<file path="src/rtl/jtag_tap_pkg.sv">
package jtag_tap_pkg;

    localparam int IR_W = 3;

    typedef enum logic [3:0] {
        ST_EX2_DR  = 4'h0,
        ST_EX1_DR  = 4'h1,
        ST_SH_DR   = 4'h2,
        ST_PAU_DR  = 4'h3,
        ST_SEL_IR  = 4'h4,
        ST_UPD_DR  = 4'h5,
        ST_CAP_DR  = 4'h6,
        ST_SEL_DR  = 4'h7,
        ST_EX2_IR  = 4'h8,
        ST_EX1_IR  = 4'h9,
        ST_SH_IR   = 4'hA,
        ST_PAU_IR  = 4'hB,
        ST_RTI     = 4'hC,
        ST_UPD_IR  = 4'hD,
        ST_CAP_IR  = 4'hE,
        ST_TLR     = 4'hF
    } tap_state_e;

    typedef enum logic [IR_W-1:0] {
        OP_EXTEST   = 3'b000,
        OP_IDCODE   = 3'b001,
        OP_SAMPLE_Z = 3'b010,
        OP_RSV_A    = 3'b011,
        OP_SAMPLE   = 3'b100,
        OP_PRIV     = 3'b101,
        OP_RSV_B    = 3'b110,
        OP_BYPASS   = 3'b111
    } tap_op_e;

    typedef enum logic [1:0] {
        SEL_BYP = 2'd0,
        SEL_ID  = 2'd1,
        SEL_BSR = 2'd2
    } dr_sel_e;

    function automatic dr_sel_e op_to_sel(input tap_op_e op);
        case (op)
            OP_EXTEST, OP_SAMPLE_Z, OP_SAMPLE: return SEL_BSR;
            OP_IDCODE:                         return SEL_ID;
            default:                           return SEL_BYP;
        endcase
    endfunction

endpackage

</file>
<file path="src/rtl/tap_fsm.sv">
module tap_fsm
    import jtag_tap_pkg::*;
(
    input  logic       tck,
    input  logic       por_n,
    input  logic       tms,
    output tap_state_e state_o
);

    typedef struct packed {
        tap_state_e st;
    } fsm_t;

    fsm_t d, q;

    always_comb begin
        d = q;
        case (q.st)
            ST_TLR:    d.st = tms ? ST_TLR    : ST_RTI;
            ST_RTI:    d.st = tms ? ST_SEL_DR : ST_RTI;
            ST_SEL_DR: d.st = tms ? ST_SEL_IR : ST_CAP_DR;
            ST_CAP_DR: d.st = tms ? ST_EX1_DR : ST_SH_DR;
            ST_SH_DR:  d.st = tms ? ST_EX1_DR : ST_SH_DR;
            ST_EX1_DR: d.st = tms ? ST_UPD_DR : ST_PAU_DR;
            ST_PAU_DR: d.st = tms ? ST_EX2_DR : ST_PAU_DR;
            ST_EX2_DR: d.st = tms ? ST_UPD_DR : ST_SH_DR;
            ST_UPD_DR: d.st = tms ? ST_SEL_DR : ST_RTI;
            ST_SEL_IR: d.st = tms ? ST_TLR    : ST_CAP_IR;
            ST_CAP_IR: d.st = tms ? ST_EX1_IR : ST_SH_IR;
            ST_SH_IR:  d.st = tms ? ST_EX1_IR : ST_SH_IR;
            ST_EX1_IR: d.st = tms ? ST_UPD_IR : ST_PAU_IR;
            ST_PAU_IR: d.st = tms ? ST_EX2_IR : ST_PAU_IR;
            ST_EX2_IR: d.st = tms ? ST_UPD_IR : ST_SH_IR;
            ST_UPD_IR: d.st = tms ? ST_SEL_DR : ST_RTI;
            default:   d.st = ST_TLR;
        endcase
    end

    always_ff @(posedge tck or negedge por_n) begin
        if (!por_n) q <= '{st: ST_TLR};
        else        q <= d;
    end

    assign state_o = q.st;

endmodule

</file>
<file path="src/rtl/tap_ir.sv">
module tap_ir
    import jtag_tap_pkg::*;
(
    input  logic            tck,
    input  logic            por_n,
    input  logic            tdi,
    input  tap_state_e      state,
    output tap_op_e         op_o,
    output logic [IR_W-1:0] sr_o
);

    localparam logic [IR_W-1:0] CAP_PAT = {{(IR_W-2){1'b0}}, 2'b01};

    typedef struct packed {
        logic [IR_W-1:0] sr;
        tap_op_e         op;
    } ir_t;

    ir_t d, q;

    always_comb begin
        d = q;
        case (state)
            ST_TLR:    d.op = OP_IDCODE;
            ST_CAP_IR: d.sr = CAP_PAT;
            ST_SH_IR:  d.sr = {tdi, q.sr[IR_W-1:1]};
            ST_UPD_IR: d.op = tap_op_e'(q.sr);
            default:   d = q;
        endcase
    end

    always_ff @(posedge tck or negedge por_n) begin
        if (!por_n) q <= '{sr: CAP_PAT, op: OP_IDCODE};
        else        q <= d;
    end

    assign op_o = q.op;
    assign sr_o = q.sr;

endmodule

</file>
<file path="src/rtl/tap_dr.sv">
module tap_dr
    import jtag_tap_pkg::*;
#(
    parameter int          BSR_LEN = 16,
    parameter int          PIN_CNT = 12,
    parameter logic [31:0] ID_VAL  = 32'h1A5C_3E81
) (
    input  logic               tck,
    input  logic               por_n,
    input  logic               tdi,
    input  tap_state_e         state,
    input  dr_sel_e            sel,
    input  logic [PIN_CNT-1:0] pin_lvl,
    output logic               byp_o,
    output logic               dr_tdo
);

    localparam int ID_W = 32;

    typedef struct packed {
        logic               byp;
        logic [ID_W-1:0]    id;
        logic [BSR_LEN-1:0] bsr;
    } dr_t;

    dr_t d, q;
    logic [BSR_LEN-1:0] cap_vec;

    for (genvar i = 0; i < BSR_LEN; i++) begin : g_cell
        if (i < PIN_CNT) begin : g_pin
            assign cap_vec[i] = pin_lvl[i];
        end else begin : g_fill
            assign cap_vec[i] = 1'b1;
        end
    end

    always_comb begin
        d = q;
        if (state == ST_CAP_DR) begin
            case (sel)
                SEL_ID:  d.id  = ID_VAL;
                SEL_BSR: d.bsr = cap_vec;
                default: d.byp = 1'b0;
            endcase
        end else if (state == ST_SH_DR) begin
            case (sel)
                SEL_ID:  d.id  = {tdi, q.id[ID_W-1:1]};
                SEL_BSR: d.bsr = {tdi, q.bsr[BSR_LEN-1:1]};
                default: d.byp = tdi;
            endcase
        end
    end

    always_ff @(posedge tck or negedge por_n) begin
        if (!por_n) q <= '0;
        else        q <= d;
    end

    always_comb begin
        case (sel)
            SEL_ID:  dr_tdo = q.id[0];
            SEL_BSR: dr_tdo = q.bsr[0];
            default: dr_tdo = q.byp;
        endcase
    end

    assign byp_o = q.byp;

endmodule

</file>
<file path="src/rtl/jtag_tap_ctrl.sv">
module jtag_tap_ctrl
    import jtag_tap_pkg::*;
#(
    parameter int          BSR_LEN = 16,
    parameter int          PIN_CNT = 12,
    parameter logic [31:0] ID_VAL  = 32'h1A5C_3E81
) (
    input  logic               tck,
    input  logic               por_n,
    input  logic               tms,
    input  logic               tdi,
    input  logic [PIN_CNT-1:0] pin_lvl,
    output logic               tdo,
    output logic               tdo_en,
    output logic               outs_hiz
);

    tap_state_e      state_q;
    tap_op_e         op_q;
    logic [IR_W-1:0] ir_sr_q;
    dr_sel_e         sel;
    logic            dr_tdo;
    logic            byp_q;

    typedef struct packed {
        logic tdo;
        logic en;
    } out_t;

    out_t d, q;

    tap_fsm u_fsm (
        .tck     (tck),
        .por_n   (por_n),
        .tms     (tms),
        .state_o (state_q)
    );

    tap_ir u_ir (
        .tck   (tck),
        .por_n (por_n),
        .tdi   (tdi),
        .state (state_q),
        .op_o  (op_q),
        .sr_o  (ir_sr_q)
    );

    assign sel = op_to_sel(op_q);

    tap_dr #(
        .BSR_LEN (BSR_LEN),
        .PIN_CNT (PIN_CNT),
        .ID_VAL  (ID_VAL)
    ) u_dr (
        .tck     (tck),
        .por_n   (por_n),
        .tdi     (tdi),
        .state   (state_q),
        .sel     (sel),
        .pin_lvl (pin_lvl),
        .byp_o   (byp_q),
        .dr_tdo  (dr_tdo)
    );

    always_comb begin
        d = q;
        d.en  = (state_q == ST_SH_DR) || (state_q == ST_SH_IR);
        d.tdo = 1'b0;
        if (state_q == ST_SH_IR)      d.tdo = ir_sr_q[0];
        else if (state_q == ST_SH_DR) d.tdo = dr_tdo;
    end

    always_ff @(negedge tck or negedge por_n) begin
        if (!por_n) q <= '0;
        else        q <= d;
    end

    assign tdo      = q.tdo;
    assign tdo_en   = q.en;
    assign outs_hiz = (op_q == OP_SAMPLE_Z);

endmodule

</file>
<file path="config.mk">
export PLATFORM = sky130hd
export DESIGN_NAME = jtag_tap_ctrl
export DESIGN_NICKNAME = d
export VERILOG_FILES = /design/src/rtl/jtag_tap_pkg.sv /design/src/rtl/tap_fsm.sv /design/src/rtl/tap_ir.sv /design/src/rtl/tap_dr.sv /design/src/rtl/jtag_tap_ctrl.sv
export SDC_FILE = /design/constraint.sdc
export NUM_CORES = 1
export LEC_CHECK = 0
export BUFFER_PORTS_ARGS = -buffer_cell sky130_fd_sc_hd__buf_4
export CORE_UTILIZATION = 47
export CTS_CLUSTER_SIZE = 20
export DETAILED_ROUTE_END_ITERATION = 10
export PLACE_DENSITY = 0.62
export SYNTH_ARGS = -nofsm -noshare
export SYNTH_HDL_FRONTEND = slang
export SYNTH_SLANG_ARGS = --single-unit
</file>
<file path="constraint.sdc">
create_clock -name tck -period 5.5 [get_ports tck]
set_input_delay 0.55 -clock tck [delete_from_list [all_inputs] [get_ports tck]]
set_output_delay 0.55 -clock tck [all_outputs]
set_load 0.05 [all_outputs]
</file>
# Yosys cells after proc, flatten, opt, wreduce, memory -nomap -nowiden
# Cells that the tools add are included.
[totals]
regBits = 61
latchBits = 0
ram_bits = 0
romBits = 0
input_bits = 16
out_inout_bits = 3
elab_cells = 71
memories = 0
[op_classes]
add_sub_neg = 0
n_mul = 0
n_div = 0
n_lt_le_gt_ge = 0
eq_ne = 22
shifts = 0
mux = 27
bitwise_logic = 0
n_reduce_logical = 14
[op_table]
columns = ["cell", "count"]
rows = [
  ["$mux W49", 2],
  ["$mux W32", 2],
  ["$pmux W4 S12", 1],
  ["$eq A4 B4 Y1 const B", 8],
  ["$mux W16", 2],
  ["$eq A4 B3 Y1 const B", 4],
  ["$mux W2", 6],
  ["$mux W3", 4],
  ["$pmux W3 S2", 2],
  ["$eq A4 B2 Y1 const B", 2],
  ["$reduce_bool A2 Y1", 3],
  ["$reduce_or A2 Y1", 3],
  ["$reduce_or A3 Y1", 2],
  ["$mux W1", 5],
  ["$eq A4 B1 Y1 const B", 1],
  ["$logic_not A4 Y1", 1],
  ["$mux W4", 1],
  ["$ne A2 B2 Y1 const B", 2],
  ["$pmux W2 S2", 1],
  ["$reduce_and A2 Y1", 2],
  ["$eq A3 B1 Y1 const B", 1],
  ["$eq A3 B2 Y1 const B", 1],
  ["$eq A3 B3 Y1 const B", 1],
  ["$logic_not A3 Y1", 1],
  ["other kinds (5)", 5],
]

# Logic depth before layout (Yosys ltp)
# Gate-level depths: netlist of the first run.
[depth]
word_depth = 8
ltp_mapped = 8
mapped_depth_nobuf = 6

# Hierarchy
# From an unflattened synthesis of the first run, not the netlist that was laid out.
[unflattened]
hier_cells = 234
hier_area_um2 = 3012.9
[modules_own_cells]
columns = ["mod", "n_inst", "cells_each", "area_each_um2", "seq_area_each_um2"]
rows = [
  ["tap_dr", 1, 185, 2429.8, 1226.2],
  ["tap_ir", 1, 22, 286.5, 152.6],
  ["tap_fsm", 1, 19, 197.7, 105.1],
  ["jtag_tap_ctrl", 1, 8, 98.8, 50.0],
]

==> results.md, run 1 <==
* Number of hold violations in the final report at 0
* WL/cell at 11.6 um
* Clk slew on worst S/H paths at ~0.06 ns
* Worst vdd ir at 0.000301 V
* Antenna-violating nets left at 0
* Uppermost layer routed: met4
* Antenna violations before repair at 0
* WL met1 at 2.16 mm
* Worst path slowest cell: dfstp_2
* First-pass GRT wire length at 8.09 mm
* Ports at 19
* Worst endpoint required time at roughly 2.9 ns
* Seq/Total Area, Yosys at 55.6%
* DR WL met2 at approximately 1.9 mm
* Total gr overflow at 0
* Most frequent cells in the layout: 53 x dfrtp_1, 41 x nand2_1, 40 x nor2_1
* Vias in the first global route at 1,822
* Clock Tree Buf Depth at 2
* Slack of the critical path at 0.879 ns
* Unrepaired setup endpoints after global routing: false
* Initial Util at 49.5%
* Crit path largest cell delay at 0.55 ns
* Clock Sink Count at 61
* FFs w/ async S/R, synth at between 90% and 100%
* Startpoint Class: flip-flop
* Cts repair resizes at 0
* Status: finished, final reports clean
* Post-synth EDFFs at 0
* Largest net degree at the start of global routing at 65
* Routed via count at 1,803
* Total die area at 6180 um^2
* DR WL met3 at 183 um
* Slew headroom at a little over half
* Critical path type: reg -> reg
* Post-Synth Simple-Gate Area at 19.3%
* Main combinational cell family by area after synthesis: simple AND/OR/NAND/NOR gates
* Static leakage at ~1.4 nW
* Syn Area/Cell at around 9.9 um^2
* Synth Area in XOR/XNOR at 0%
* Sw power at 0.000548 W
* Initial drt markers at 79
* Clock H-tree levels at 3
* Rows at 27
* Post-synthesis compound-gate area fraction at 14.3%
* Area after DPL at ~2900 um^2
* Worst endpoint data arrival time at 2.02 ns
* I/O Buffers at 18
* Post-Route WL at 4.29 mm
* Post-synthesis cell type count at 32
* Vias per cell at 4.90
* DPL Wire Length at 2.62 mm
* Hold_buf cts at 0
* Commonest non-fill, non-tap cell in the layout: dfrtp_1
* Worst-Margin Slew at 0.697 ns
* Drt first pass iters at 4
* Part of the power in the clock network at 22.1%
* Layout cell share with drive strength beyond 1 at 19.9%
* Sw Share at 34.3%
* Syn_nets at 297
* Die Y at 78.6 um
* Combinational Power Share at 32.0%
* Post-synth top flop: dfrtp_1
* Post-Syn Area at 2760 um^2
* Area grow syn2layout at 11.9%
* Final setup fails at 0
* Flop pwr share at 45.9%
* Int Power at 0.00105 W
* Fin nets at 309
* CTS Buf Count at 9
* Adder-cell share of the synthesized area at 0.907%
* TritonCTS clock tree: built
* Critical Path Sink Type: flip-flop
* Tightest Hold Check Type: in -> async
* Number of synthesis warnings at 0
* Synth area leader: dfrtp_1
* Yosys reg bits at between 60 and 70
* Pre-CTS setup slack at 0.879 ns
* DRC Markers at 0
* Cell chain of the critical path: or3b_2 > ha_1 > a221oi_1 > o41ai_2
* Final Wtd Congestion at 0.691
* Design area at a little over 3000 um^2
* Antenna Cells at 0
* Multiplexer share of the synthesized area at roughly 4.7%
* Clk root buf: clkbuf_8
* Slew Viols, Final at 0
* Area contributors post-synth: dfrtp_1 48%, o21ai_0 6.9%, dfstp_2 5.7%
* Global Route Usage Sum at between 10% and 20%
* Worst-path maximum fanout at 4
* Die Wd at around 79 um
* Synth top area share at 48.1%
* PD cells at 518 nW/um^2
* Mapped Cells at 279
* Clk_lat worst skew at 0.32 ns
* Post-CTS setup buffers at 0
* Skew final at between 0.006 and 0.007 ns
* Max Cap Violations at 0
* Setup TNS at 0 ns
* Core area at 5570 um^2
## flip-flops by register name, indices dropped and copies added, names as in the netlist
name / flops
tdo_en: 1
u_ir.sr_o: 3
u_dr.q: 48
tdo: 1
u_ir.op_o: 3
u_fsm.state_o: 4
u_dr.byp_o: 1
## power groups by stage
stage | clock [W] | combinational [W] | sequential [W]
final | 0.000353 | 0.000512 | 0.000734
after global routing | 0.000382 | 0.000595 | 0.000761
after CTS | 0.000366 | 0.000522 | 0.000735
after detailed placement | 0 | 0.000521 | 0.000741
after global placement | 0 | 0.000515 | 0.000734
after floorplan | 0 | 0.000452 | 0.000705
## area by class of cell
| cell class | instances | area (um^2) |
|---|---|---|
| fill | 510 | 2490 |
| sequential | 61 | 1530 |
| timing repair buffer | 22 | 165 |
| inverter | 4 | 15.0 |
| multi-input combinational | 193 | 1100 |
| clock inverter | 1 | 5.00 |
| clock buffer | 15 | 176 |
| tap | 72 | 90.1 |
## routing by layer
metal | global-route usage, % | up-vias
met1 | 21.2 | 823
met5 | 0 | -
li1 | - | 947
met4 | 5.00 | 0
met2 | 26.6 | 28
met3 | 6.63 | 5
## worst max-delay path: cells and delay by family (launching register included)
| family | cells | cell delay [ns] |
|---|---|---|
| flops | 1 | 0.55 |
| compound gates | 2 | 0.37 |
| simple gates | 1 | 0.46 |
| fa+ha+maj | 1 | 0.32 |
## Yosys cell counts, types with 2 or more instances
library cell,number
a21oi_1,3
a21oi_2,14
buf_2,10
buf_4,2
buf_6,4
clkbuf_1,5
dfrtn_1,2
dfrtp_1,53
dfstp_2,6
ha_1,2
inv_1,4
mux2i_1,13
nand2_1,41
nand2b_1,21
nand3_1,3
nand3b_1,2
nor2_1,40
nor3b_1,2
o21ai_0,38
o21ai_1,2
## worst paths after layout
path | slack, ns | end | depth (start not counted) | start
max reg2reg | 0.88 | tdo | 4 | u_ir.op_o[0]
max | 0.88 | tdo | 4 | u_ir.op_o[0]
max in group asynchronous | 2.68 | tdo_en | 1 | por_n
min in group tck | 0.46 | u_fsm.state_o[1] | 2 | tms
min | 0.03 | u_ir.op_o[1] | 1 | por_n
min reg2reg | 0.48 | u_dr.q[24] | 2 | u_dr.q[24]
## metrics by stage
step / total power [W] / util (%) / instances / hold WS, ns
after floorplan: 0.00116 / - / 279 / 0.254
after global placement: 0.00125 / 52.1 / 352 / 0.367
after detailed placement: 0.00126 / 52.1 / 352 / 0.368
after CTS: 0.00162 / 55.4 / 368 / 0.0105
after global routing: 0.00174 / 55.4 / 368 / 0.0115
final: 0.00160 / 55.4 / 368 / 0.0268
## cell families after synthesis
logic type,after synthesis
AOI/OAI and AO/OA,63
adders and majority gates,2
buffers and inverters,25
DFF,61
muxes,13
and+or+nand+nor,115
No activity file was read; power rests on OpenSTA's default activity.
==> inputs of run 2 (changes only) <==
ABC_AREA = 1   (was default)
PLACE_DENSITY = 0.61   (was 0.62)
clock period = 4.6 ns   (was 5.5 ns; I/O delays follow)
==> results.md, run 2 <==
* Count leader, synth: nor2_1
* TritonCTS clock tree: built
* Core area at 5640 um^2 (+1.2%)
* Routed via count at 2,166 (+20%)
* Area after DPL at 2950 um^2 (+1.7%)
* Vias per cell at 5.11 (+4.3%)
* Syn Area/Cell at 8.55 um^2 (-14%)
* Setup TNS at 0 ns (unchanged)
* First-pass GRT wire length at 9.18 mm (+14%)
* Post-synthesis cell type count at 24 (-25%)
* Die Y at 79.6 um (+1.3%)
* Clk_lat worst skew at 0.33 ns (about the same)
* DRC Markers at 0 (unchanged)
* Initial Util at 50.2% (+0.67 points)
* Total die area at 6340 um^2 (+2.5%)
* Critical path type: reg -> reg
* Worst endpoint data arrival time at 1.59 ns (-0.43 ns)
* Mapped Cells at 331 (+19%)
* Post-synth top flop: dfrtp_1
* Fin nets at 365 (+18%)
* Most flops, register: u_dr.q
* Hold Startpoint: pin_lvl[11]
* DPL Wire Length at 3.24 mm (+24%)
* WL/cell at 12.1 um (+4.2%)
* FF-to-FF Start: u_ir.op_o[0]
* Syn_nets at 349 (+18%)
* Ports at 19 (unchanged)
* Clk root buf: clkbuf_8
* Initial drt markers at 129 (+63%)
* Int Power at 0.00128 W (+22%)
* Area contributors post-synth: dfrtp_1 47%, nor2_1 9.0%, nand2_1 8.9%
* Antenna violations before repair at 0 (unchanged)
* Startpoint Class: flip-flop
* R2R depth at 6 (+2)
* Design area at 3140 um^2 (+1.6%)
* Number of hold violations in the final report at 0 (unchanged)
* Post-synth EDFFs at 0 (unchanged)
* Most frequent cells in the layout: 68 x nor2_1, 67 x nand2_1, 53 x dfrtp_1
* Critical Path Source: u_ir.op_o[0]
* Placed insts at 407 (+16%)
* Largest net degree at the start of global routing at 47 (-28%)
* Die Wd at 79.6 um (+1.3%)
* Worst endpoint required time at 2.45 ns (-0.45 ns)
* Skew final at 0.00854 ns (+0.00239 ns)
* Vias in the first global route at 2,085 (+14%)
* Commonest non-fill, non-tap cell in the layout: nor2_1
* Final setup fails at 0 (unchanged)
* Clock Tree Buf Depth at 2 (unchanged)
* Yosys reg bits at 61 (unchanged)
* Slew headroom at 43.5% (-10 points)
* Part of the power in the clock network at 19.1% (-3.0 points)
* Hold Path Stages at 3
* Combinational Power Share at 38.2% (+6.2 points)
* Clock Sink Count at 61 (unchanged)
* Clk slew on worst S/H paths at 0.06 ns (about the same)
* Max Cap Violations at 0 (unchanged)
* Area grow syn2layout at 10.8%
* CTS Buf Count at 9 (unchanged)
* Synth area leader: dfrtp_1
* Flop pwr share at 42.7% (-3.2 points)
* Layout cell share with drive strength beyond 1 at 15.1% (-4.9 points)
* Rows at 27 (unchanged)
* Clock H-tree levels at 3 (unchanged)
* Critical Path Sink Type: flip-flop
* Status: finished, final reports clean
* Sw Share at 41.1% (+6.8 points)
* Worst-Margin Slew at 0.847 ns (+0.150 ns)
* Worst vdd ir at 0.000330 V (+9.5%)
* Post-Route WL at 5.15 mm (+20%)
* Unrepaired setup endpoints after global routing: false
* I/O Buffers at 18 (unchanged)
* Number of synthesis warnings at 0 (unchanged)
* Antenna-violating nets left at 0 (unchanged)
* Total gr overflow at 0 (unchanged)
* Final Wtd Congestion at 0.795 (+15%)
* Seq/Total Area, Yosys at 54.2% (-1.4 points)
* Static leakage at 1.59 nW (+15%)
* WHS at 0.381 ns (+0.354 ns)
* Drt first pass iters at 4 (unchanged)
* Slew Viols, Final at 0 (unchanged)
* Commonest cells post-synth: 68 x nor2_1, 67 x nand2_1, 53 x dfrtp_1, 34 x o21ai_0, 28 x nand3_1
* PD cells at 690 nW/um^2 (+33%)
* Tightest Hold Check Type: in -> reg
* Sw power at 0.000889 W (+62%)
* Post-CTS setup buffers at 0 (unchanged)
* Worst-path maximum fanout at 4 (unchanged)
* FFs w/ async S/R, synth at 100% (unchanged)
* Synth top area share at 46.9% (-1.2 points)
* Global Route Usage Sum at 19.1% (+2.3 points)
* Antenna Cells at 0 (unchanged)
* Max reg flops at 48 (unchanged)
* Non-Filler Instances at 424 (+15%)
* Post-Syn Area at 2830 um^2 (+2.6%)
## run 2: cell types whose count changed in the layout (fill, tap and decap cells not counted), moves of 3 or more
cell      change
nand2_1      +26
o22ai_1       +6
buf_4         -3
a21oi_2       -6
a21oi_1       +4
inv_1        +15
inv_2         +3
nand3_1      +25
o21ai_0       -4
mux2i_1      -13
nand2b_1     -21
o21ai_1       +3
nor2_1       +28
## run 2: critical path: stages (launching register included)
cell     delay (ns)
dfstp_2        0.55
nand3_1        0.10
ha_1           0.32
inv_1          0.07
nand3_1        0.07
nand4_1        0.06
o21ai_0        0.09
## run 2: layout make-up
cell class | count | area, um^2
clock buffers | 14 | 163
inverters | 22 | 82.6
well taps | 72 | 90.1
fillers | 540 | 2500
flip-flops and latches | 61 | 1530
multi-input cells | 233 | 1100
clock inverters | 2 | 10.0
repair buffers | 20 | 153
## run 2: power groups by stage
stage | combinational (W) | clock (W) | sequential [W]
detailed placement | 0.000831 | 0 | 0.000931
global route | 0.000958 | 0.000447 | 0.000954
finish | 0.000828 | 0.000413 | 0.000925
global placement | 0.000828 | 0 | 0.000927
CTS | 0.000836 | 0.000429 | 0.000924
floorplan | 0.000702 | 0 | 0.000923
## run 2: repair_timing
item                                   CTS  global route
endpoints found under the hold margin   12             0
hold buffers                             1             0
gates resized for setup                  0             0
## run 2: final timing paths
kind                              end  slack (ns)
min in group asynchronous  u_dr.q[37]        0.53
setup reg to reg                  tdo        0.86
hold reg to reg             u_dr.q[5]        0.47
hold / removal             u_dr.q[11]        0.38
setup / recovery                  tdo        0.86
max in group asynchronous         tdo        1.65
## run 2: through the flow
| stage | setup slack, ns | power (W) | util [%] |
|---|---|---|---|
| global placement | 0.900 | 0.00176 | 52.4 |
| detailed placement | 0.877 | 0.00176 | 52.4 |
| floorplan | 0.956 | 0.00163 | - |
| global route | 0.757 | 0.00236 | 55.6 |
| finish | 0.860 | 0.00217 | 55.6 |
| CTS | 0.855 | 0.00219 | 55.6 |
## run 2: layer usage
metal	GRT usage, %	wire length [um]
met4	10.2	73
met1	24.8	2600
met3	4.23	155
met2	29.7	2320
met5	0	0
## run 2: kinds of logic (layout without fill, tap and decap cells)
family / after synthesis / count (layout) / share of synthesized area [%]
flip-flops: 61 / 61 / 54.2
AO/OA/AOI/OAI: 62 / 62 / 12.5
AND/OR/NAND/NOR: 169 / 169 / 25.7
adder cells (fa/ha/maj): 2 / 2 / 0.884
buffers and inverters: 37 / 58 / 6.76
